### src/rtl/sps_pkg.sv
package sps_pkg;
  // strobes from control to the shift datapath
  typedef struct packed {
    logic load;     // capture a new result
    logic shift;    // advance one bit
    logic shiftIn;  // bit entering at the LSB
    logic outEn;    // data line enabled
  } spsStrobe_t;
endpackage

### src/rtl/sps_sync.sv
module sps_sync #(
  parameter int WIDTH = 4,
  parameter logic [WIDTH-1:0] RST_VAL = '0
) (
  input  logic             clk,
  input  logic             rstN,
  input  logic [WIDTH-1:0] asyncIn,
  output logic [WIDTH-1:0] syncOut
);
  logic [WIDTH-1:0] meta;

  always_ff @(posedge clk or negedge rstN) begin
    if (!rstN) begin
      meta    <= RST_VAL;
      syncOut <= RST_VAL;
    end else begin
      meta    <= asyncIn;
      syncOut <= meta;
    end
  end
endmodule

### src/rtl/sps_ctrl.sv
module sps_ctrl
  import sps_pkg::*;
#(
  parameter int DATA_W    = 16,
  parameter int SCLK_HALF = 2
) (
  input  logic       clk,
  input  logic       rstN,
  input  logic       convStart,
  input  logic       convDone,
  input  logic       masterMode,
  input  logic       invSclk,
  input  logic       invSync,
  input  logic       sclkIn,
  input  logic       csN,
  input  logic       rdN,
  input  logic       sdinRdc,
  output spsStrobe_t strobe,
  output logic       busy,
  output logic       sclkOut,
  output logic       syncOut,
  output logic       rdError
);
  localparam int CNT_W  = $clog2(DATA_W + 1);
  localparam int HALF_W = (SCLK_HALF < 2) ? 1 : $clog2(SCLK_HALF + 1);
  localparam logic [CNT_W-1:0]  FULL_CNT = CNT_W'(DATA_W);
  localparam logic [CNT_W-1:0]  LAST_BIT = CNT_W'(DATA_W - 1);
  localparam logic [HALF_W-1:0] HALF_END = HALF_W'(SCLK_HALF - 1);

  // bit order: {sdinRdc, rdN, csN, sclkIn}; selects rest high
  logic [3:0] syncd;
  sps_sync #(.WIDTH(4), .RST_VAL(4'b0110)) u_sync (
    .clk     (clk),
    .rstN    (rstN),
    .asyncIn ({sdinRdc, rdN, csN, sclkIn}),
    .syncOut (syncd)
  );

  logic sclkS, csS, rdS, sdinS, sclkPrev;
  assign sclkS = syncd[0];
  assign csS   = syncd[1];
  assign rdS   = syncd[2];
  assign sdinS = syncd[3];

  logic extRise, extFall, updEdge;
  assign extRise = sclkS & ~sclkPrev;
  assign extFall = ~sclkS & sclkPrev;
  assign updEdge = !masterMode && !csS && (invSclk ? extFall : extRise);

  logic [CNT_W-1:0]  slvCnt, bitCnt;
  logic [HALF_W-1:0] halfCnt;
  logic busyReg, frameActive, sclkReg, rdErrReg;
  logic readOpen, frameStart, halfWrap, mstShift;

  assign readOpen   = (slvCnt != '0) && (slvCnt != FULL_CNT);
  assign frameStart = masterMode && !frameActive && (sdinS ? convStart : convDone);
  assign halfWrap   = frameActive && (halfCnt == HALF_END);
  assign mstShift   = halfWrap && sclkReg;

  always_comb begin
    strobe.load    = convDone;
    strobe.shift   = updEdge | mstShift;
    strobe.shiftIn = masterMode ? 1'b0 : sdinS;
    strobe.outEn   = !csS && !rdS;
  end

  always_ff @(posedge clk or negedge rstN) begin
    if (!rstN) begin
      busyReg  <= 1'b0;
      sclkPrev <= 1'b0;
      slvCnt   <= '0;
      rdErrReg <= 1'b0;
    end else begin
      sclkPrev <= sclkS;
      rdErrReg <= !masterMode && convDone && readOpen;
      if (convDone)       busyReg <= 1'b0;
      else if (convStart) busyReg <= 1'b1;
      if (convDone)                            slvCnt <= '0;
      else if (updEdge && slvCnt != FULL_CNT)  slvCnt <= slvCnt + CNT_W'(1);
    end
  end

  always_ff @(posedge clk or negedge rstN) begin
    if (!rstN) begin
      frameActive <= 1'b0;
      sclkReg     <= 1'b0;
      halfCnt     <= '0;
      bitCnt      <= '0;
    end else if (frameStart) begin
      frameActive <= 1'b1;
      sclkReg     <= 1'b0;
      halfCnt     <= '0;
      bitCnt      <= '0;
    end else if (frameActive) begin
      if (halfWrap) begin
        halfCnt <= '0;
        sclkReg <= ~sclkReg;
        if (sclkReg) begin
          bitCnt <= bitCnt + CNT_W'(1);
          if (bitCnt == LAST_BIT) frameActive <= 1'b0;
        end
      end else begin
        halfCnt <= halfCnt + HALF_W'(1);
      end
    end
  end

  assign busy    = busyReg;
  assign sclkOut = sclkReg;
  assign syncOut = (masterMode & frameActive) ^ invSync;
  assign rdError = rdErrReg;

  // start strobe raises busy
  p_busy_set_r2: assert property (@(posedge clk) disable iff (!rstN)
    convStart && !convDone |=> busy);
  // done strobe clears busy
  p_busy_clr_r2: assert property (@(posedge clk) disable iff (!rstN)
    convDone |=> !busy);
  // generated clock idles low outside a frame
  p_sclk_idle_r8: assert property (@(posedge clk) disable iff (!rstN)
    !frameActive |-> !sclkOut);
  // never more than DATA_W bits per frame
  p_bitcnt_r8: assert property (@(posedge clk) disable iff (!rstN)
    frameActive |-> bitCnt < FULL_CNT);
  // error flag lasts one clock
  p_err_pulse_r7: assert property (@(posedge clk) disable iff (!rstN)
    rdError |=> !rdError);
endmodule

### src/rtl/sps_datapath.sv
module sps_datapath
  import sps_pkg::*;
#(
  parameter int DATA_W = 16
) (
  input  logic              clk,
  input  logic              rstN,
  input  spsStrobe_t        strobe,
  input  logic [DATA_W-1:0] result,
  input  logic              useTwos,
  output logic              sdout
);
  logic [DATA_W-1:0] shreg;

  always_ff @(posedge clk or negedge rstN) begin
    if (!rstN)             shreg <= '0;
    else if (strobe.load)  shreg <= {result[DATA_W-1] ^ useTwos, result[DATA_W-2:0]};
    else if (strobe.shift) shreg <= {shreg[DATA_W-2:0], strobe.shiftIn};
  end

  assign sdout = strobe.outEn & shreg[DATA_W-1];

  // a captured word shows its (possibly inverted) MSB once enabled
  p_load_msb_r4: assert property (@(posedge clk) disable iff (!rstN)
    strobe.load && strobe.outEn |=> (sdout == ($past(result[DATA_W-1] ^ useTwos) & strobe.outEn)));
endmodule

### src/rtl/sar_serial_port.sv
module sar_serial_port
  import sps_pkg::*;
#(
  parameter int DATA_W    = 16,
  parameter int SCLK_HALF = 2
) (
  input  logic              clk,
  input  logic              rstN,
  input  logic              convStart,
  input  logic              convDone,
  input  logic [DATA_W-1:0] result,
  input  logic              useTwos,
  input  logic              masterMode,
  input  logic              invSclk,
  input  logic              invSync,
  input  logic              sdinRdc,
  input  logic              csN,
  input  logic              rdN,
  input  logic              sclkIn,
  output logic              sclkOut,
  output logic              sdout,
  output logic              syncOut,
  output logic              busy,
  output logic              rdError
);
  spsStrobe_t strobe;

  sps_ctrl #(.DATA_W(DATA_W), .SCLK_HALF(SCLK_HALF)) u_ctrl (
    .clk        (clk),
    .rstN       (rstN),
    .convStart  (convStart),
    .convDone   (convDone),
    .masterMode (masterMode),
    .invSclk    (invSclk),
    .invSync    (invSync),
    .sclkIn     (sclkIn),
    .csN        (csN),
    .rdN        (rdN),
    .sdinRdc    (sdinRdc),
    .strobe     (strobe),
    .busy       (busy),
    .sclkOut    (sclkOut),
    .syncOut    (syncOut),
    .rdError    (rdError)
  );

  sps_datapath #(.DATA_W(DATA_W)) u_dp (
    .clk     (clk),
    .rstN    (rstN),
    .strobe  (strobe),
    .result  (result),
    .useTwos (useTwos),
    .sdout   (sdout)
  );
endmodule

### config.mk
export PLATFORM = sky130hd
export DESIGN_NAME = sar_serial_port
export DESIGN_NICKNAME = d
export VERILOG_FILES = /design/src/rtl/sps_pkg.sv /design/src/rtl/sps_sync.sv /design/src/rtl/sps_ctrl.sv /design/src/rtl/sps_datapath.sv /design/src/rtl/sar_serial_port.sv
export SDC_FILE = /design/constraint.sdc
export NUM_CORES = 1
export LEC_CHECK = 0
export BUFFER_PORTS_ARGS = -buffer_cell sky130_fd_sc_hd__buf_2
export CORE_ASPECT_RATIO = 1.1
export CORE_MARGIN = 4
export CORE_UTILIZATION = 54
export DETAILED_ROUTE_END_ITERATION = 16
export GPL_ROUTABILITY_DRIVEN = 1
export PLACE_DENSITY = 0.77
export SLEW_MARGIN = 30
export SYNTH_ARGS = -nofsm -noshare
export SYNTH_HDL_FRONTEND = slang
export SYNTH_SLANG_ARGS = --single-unit
### constraint.sdc
create_clock -name clk -period 1.9 [get_ports clk]
set_input_delay 0.285 -clock clk [delete_from_list [all_inputs] [get_ports clk]]
set_output_delay 0.285 -clock clk [all_outputs]
set_load 0.005 [all_outputs]
[Word-level counts from Yosys, hierarchy flattened]
Cells that the tools add are included.
Word-level totals
  memories kept: 0
  output and inout bits: 5
  word-level logic and storage cells: 75
  register bits: 41
  latch bits: 0
  bits in read-only memories: 0
  input bits: 28
  memory bits (writable): 0
Cells by class
  mux-type cells: 24
  equal/unequal tests: 3
  multiply operators: 0
  divide/modulo/power cells: 0
  bitwise operators: 10
  add/subtract/negate cells: 3
  shift-type cells: 0
  order comparisons: 0
  reduce and logical (&&, ||, !) cells: 24
Operators by type and width (number)
  $mux 16: 2
  $mux 5: 6
  $mux 1: 13
  $reduce_bool 2->1: 6
  $logic_and 1x1->1: 11
  $add 5x1->5 const B: 2
  $mux 2: 3
  $eq 5x4->1 const B: 1
  $ne 5x5->1 const B: 1
  $reduce_bool 5->1: 1
  $and 1x1->1: 4
  $logic_not 1->1: 4
  $not 1->1: 3
  $reduce_and 3->1: 1
  $add 2x1->2 const B: 1
  $eq 2x1->1 const B: 1
  $reduce_and 2->1: 1
  $xor 1x1->1: 2
  $or 1x1->1: 1

[Logic depth before layout (Yosys ltp)]
  word-level depth: 7
  gate-level depth with buffers: 6
  mapped depth without buffers: 6

[Cells and area by module]
From an unflattened synthesis, not the netlist that was laid out.
Unflattened totals
  cell total of the unflattened synthesis: 171
  area total of the unflattened synthesis: 1883.1 sq um
By module, submodules not included
  sps_ctrl: cells an instance 93, area an instance 915.9 sq um, times used 1, seq. area each 425.4 sq um
  sps_datapath: cells an instance 70, area an instance 762.0 sq um, times used 1, seq. area each 400.4 sq um
  sps_sync: cells an instance 8, area an instance 205.2 sq um, times used 1, seq. area each 205.2 sq um

[Worst setup path after synthesis]
No wires, ideal clock.
  path kind: reg-to-reg
  from: reg u_ctrl.sclkPrev
  to: reg u_ctrl.slvCnt[1]
  library setup time: 0.136 ns
  setup slack: 0.296 ns
  required time: 1.764 ns
  data arrival time: 1.468 ns
  path buffers: 2
  cell stages (with the launch flop): 7
  period minus slack after synthesis: 1.604 ns
  path through: dfrtp_1 -> or3b_4 -> a21o_1 -> buf_2 -> buf_2 -> o21ai_0 -> a21oi_1
On the way
  cells in the longest elaborated chain, start to end: 6
  elaborated cells on any way between the ends: 7
  classes of those cells: 1 x mux; 3 x bitwise; 3 x reduce/logical
RTL lines
  start, declared: RTL line sps_ctrl.sv:39  | logic sclkS, csS, rdS, sdinS, sclkPrev;
  start signal, assigned: RTL line sps_ctrl.sv:74  | sclkPrev <= sclkS;
  $not 1->1: RTL line sps_ctrl.sv:46  | assign extRise = sclkS & ~sclkPrev;
  $and 1x1->1: RTL line sps_ctrl.sv:46
  $mux 1 *: RTL line sps_ctrl.sv:48  | assign updEdge = !masterMode && !csS && (invSclk ? extFall : extRise);
  $logic_and 1x1->1 *: RTL line sps_ctrl.sv:48
  $logic_and 1x1->1 *: RTL line sps_ctrl.sv:79  | else if (updEdge && slvCnt != FULL_CNT) slvCnt <= slvCnt + CNT_W'(1);
  $reduce_bool 2->1 (no source line) *
  end signal, assigned: RTL line sps_ctrl.sv:79
  end, declared: RTL line sps_ctrl.sv:50  | logic [CNT_W-1:0] slvCnt, bitCnt;
Every way passes the cells marked *; elsewhere a longest branch is shown, timed or not.
A chain may end at the register's enable or synchronous reset.

[Final worst setup path]
  from: reg u_ctrl.sclkPrev
  to: reg u_ctrl.slvCnt[2]
The elaborated chain is that of the path after synthesis.

==> flow_summary.json <==
{
  "status": "finished clean",
  "power.sequential.fraction_pct": 49.3,
  "cp.required_ns": 2.17,
  "hold_path_depth": 1,
  "internal-power_w": 0.00166,
  "worst_pin_slew_ns": 0.494,
  "antenna_left": 0,
  "slew_violations": 0,
  "tns_ns": 0,
  "syn_to_final_growth_pct": 17.9,
  "end_kind": "flop",
  "setup_violations": 0,
  "clockRootBuffer": "clkbuf_4",
  "critPathLaunch": "u_ctrl.sclkPrev",
  "setup_slack_ns": 0.180,
  "p_leak_nw": 0.951,
  "first_iter_violations": 77,
  "slew_headroom_pct": 67.1,
  "die_area_um2": 4450,
  "mostFrequentLayoutCells": "dfrtp_1 (37), buf_2 (32), a21oi_1 (21), o21ai_0 (19), a31oi_1 (16)",
  "gp_congestion": 0.816,
  "r2r-end": "u_ctrl.slvCnt[2]",
  "antenna_cells": 0,
  "max-vdd-ir-drop_v": 0.000767,
  "netlist-cell-type-count": 35,
  "switching_power_w": 0.000738,
  "yosysWarnings": 0,
  "clk_latency_ns": 0.34,
  "synth-seq-cells": 41,
  "multi_input_area_um2": 769,
  "rrSetupSlack_ns": 0.18,
  "crit_chain": "or3b_4 > a21o_1 > or4_1 > a21oi_1",
  "drtPass1Iterations": 4,
  "ioPinCount": 33,
  "arrival_ns": 1.99,
  "seq_area_um2": 1030,
  "critPathKind": "reg -> reg",
  "nFillCells": 271,
  "h-tree-depth": 2,
  "cts_setup_buffers": 0,
  "tritoncts": "done",
  "cts_max_path_buffers": 2,
  "coreArea_um2": 3330,
  "seq_area_frac_synth_pct": 55.4,
  "numCtsBuffers": 5,
  "synth_top_area_share_pct": 49.7,
  "worstRegToRegCells": 4,
  "io_buffers": 32,
  "place_ws_ns": 0.197,
  "combPwrFrac_pct": 26.9,
  "path_max_fanout": 7,
  "start_util_pct": 55.9,
  "cts.reportedPaths.clkPinSlew_ns": 0.12,
  "finalNetCount": 250,
  "slowest_delay_ns": 0.50,
  "netSwitchingFraction_pct": 30.7,
  "die_w_um": 64.0,
  "r2r_start": "u_ctrl.sclkPrev",
  "clock_sinks": 41,
  "first_global_vias": 1539,
  "maxCapViolCount": 0,
  "grt_max_degree": 40,
  "drive_gt1_share_pct": 23.7,
  "antenna_found_initial": 0,
  "hold_start": "rdN",
  "vias": 1481,
  "synth_cells": 182,
  "die_y_um": 69.6,
  "routed_wl_mm": 3.79,
  "synth.area.top_cells": "dfrtp_1 (50%), a21oi_1 (5.6%), dfstp_2 (5.6%)",
  "place_inst": 258,
  "report.final.hold_viol_count": 0,
  "routed_via_density": 5.55,
  "drc": 0,
  "min_path_type": "in -> reg",
  "synth_top_cell_by_area": "dfrtp_1",
  "fin_cells": 267,
  "mostFrequentLayoutCell": "dfrtp_1",
  "dpl.hpwl_mm": 2.71,
  "gr-total-overflow": 0,
  "power_frac_clock_pct": 23.8,
  "finalCriticalPeriod_ns": 1.72,
  "max_freq_mhz": 582,
  "wl_per_cell_um": 14.2,
  "grt.total_usage_pct": 18.3,
  "synth_fp_nets": 214,
  "hold_end": "u_ctrl.u_sync.meta[2]",
  "avgSynthCellArea_um2": 10.2,
  "finalCritPeriodShare_pct": 90.5,
  "num_rows": 22,
  "p_per_area_nw_per_um2": 1090,
  "grt_pass1_wl_mm": 6.40,
  "cpMaxStageDelayCell": "or4_1",
  "start_kind": "flop",
  "finalClockSkew_ns": 0.0145,
  "rsz0062_at_grt": "false",
  "syn_area_um2": 1860
}
cells by family (layout without fill, tap and decap cells):
group	Yosys count	in the layout	synth area share, %
multiplexers	1	1	0.538
AO/OA/AOI/OAI	63	63	19.1
flip-flops	41	41	55.4
buffers and inverters	15	52	3.29
AND/OR/NAND/NOR	50	50	15.3
XOR/XNOR	8	8	3.76
adder cells (fa/ha/maj)	4	4	2.69
final cells by class:
type / instances / share of cell area [%]
flip-flops and latches: 41 / 47.0
multi-input cells: 126 / 35.0
repair buffers: 40 / 10.7
well taps: 48 / 2.74
clock buffers: 7 / 2.51
clock inverters: 1 / 1.37
inverters: 4 / 0.684
cells in the mapped netlist, drive strengths merged:
library cell and count:
nor2 13, a31oi 16, inv 4, nor2b 15, ha 4, nand2 5
mux2i 1, o2bb2ai 1, or2 1, a21oi 21, xor2 1, and4b 1
dfstp 4, clkbuf 8, o21ai 19, dfrtp 37, nand2b 1, a22oi 1
nor3 1, nand4 1, xnor2 7, or4 1, nand4b 1, nor3b 2
nand3 2, a22o 1, and3 2, a21o 2, or3b 1, nand3b 1
buf 3, nor4bb 1, a211oi 2, or3 1
repair_timing:
action                                 in CTS  in global routing
hold buffers                                1                  0
endpoints found under the hold margin      20                  0
gates resized for setup                     0                  0
stage by stage:
step,total power (W),cell area [um2],util [%],hold WS [ns]
after CTS,0.00242,2200,65.9,0.0214
after global routing,0.00258,2200,65.9,0.00928
after detailed placement,0.00184,2100,63.1,0.277
after floorplan,0.00163,1860,-,-0.0106
final,0.00240,2200,65.9,0.0386
after global placement,0.00180,2100,63.1,0.278
registers in the layout (all words and copies together) (netlist names):
register,cells
u_dp.shreg,16
u_ctrl.sclkOut,1
u_ctrl.rdError,1
u_ctrl.u_sync.syncOut,4
u_ctrl.busy,1
u_ctrl.u_sync.meta,4
u_ctrl.bitCnt,5
u_ctrl.slvCnt,5
u_ctrl.frameActive,1
u_ctrl.sclkPrev,1
u_ctrl.halfCnt,2
worst max path at each step:
| stage | end | slack [ns] | cells after the start |
|---|---|---|---|
| finish | u_ctrl.slvCnt[2] | 0.18 | 4 |
| global route | u_ctrl.slvCnt[2] | 0.15 | 4 |
| CTS | u_ctrl.slvCnt[2] | 0.18 | 4 |
| detailed placement | u_ctrl.slvCnt[2] | 0.20 | 5 |
| global placement | u_ctrl.slvCnt[2] | 0.25 | 5 |
| floorplan | u_ctrl.slvCnt[1] | 0.30 | 6 |
worst max-delay path: cells and delay by family (launching register included):
kind	cells	cell delay, ns
AND/OR/NAND/NOR	2	0.91
flip-flops	1	0.39
AO/OA/AOI/OAI	2	0.35
power by group through the flow:
| stage | Combinational (W) | Clock, W | Sequential [W] |
|---|---|---|---|
| global placement | 0.000616 | 0 | 0.00118 |
| CTS | 0.000654 | 0.000590 | 0.00118 |
| floorplan | 0.000478 | 0 | 0.00115 |
| global route | 0.000752 | 0.000624 | 0.00121 |
| finish | 0.000647 | 0.000571 | 0.00118 |
| detailed placement | 0.000646 | 0 | 0.00120 |
routing by layer:
metal  share of wire [%]  up-vias  track usage, %
met5                   0        -               0
li1                    -      718               -
met3                 5.4        9            4.86
met1                  41      713            22.1
met2                  51       41            30.3
met4                 2.1        0            8.39
No activity file was read; power rests on OpenSTA's default activity.
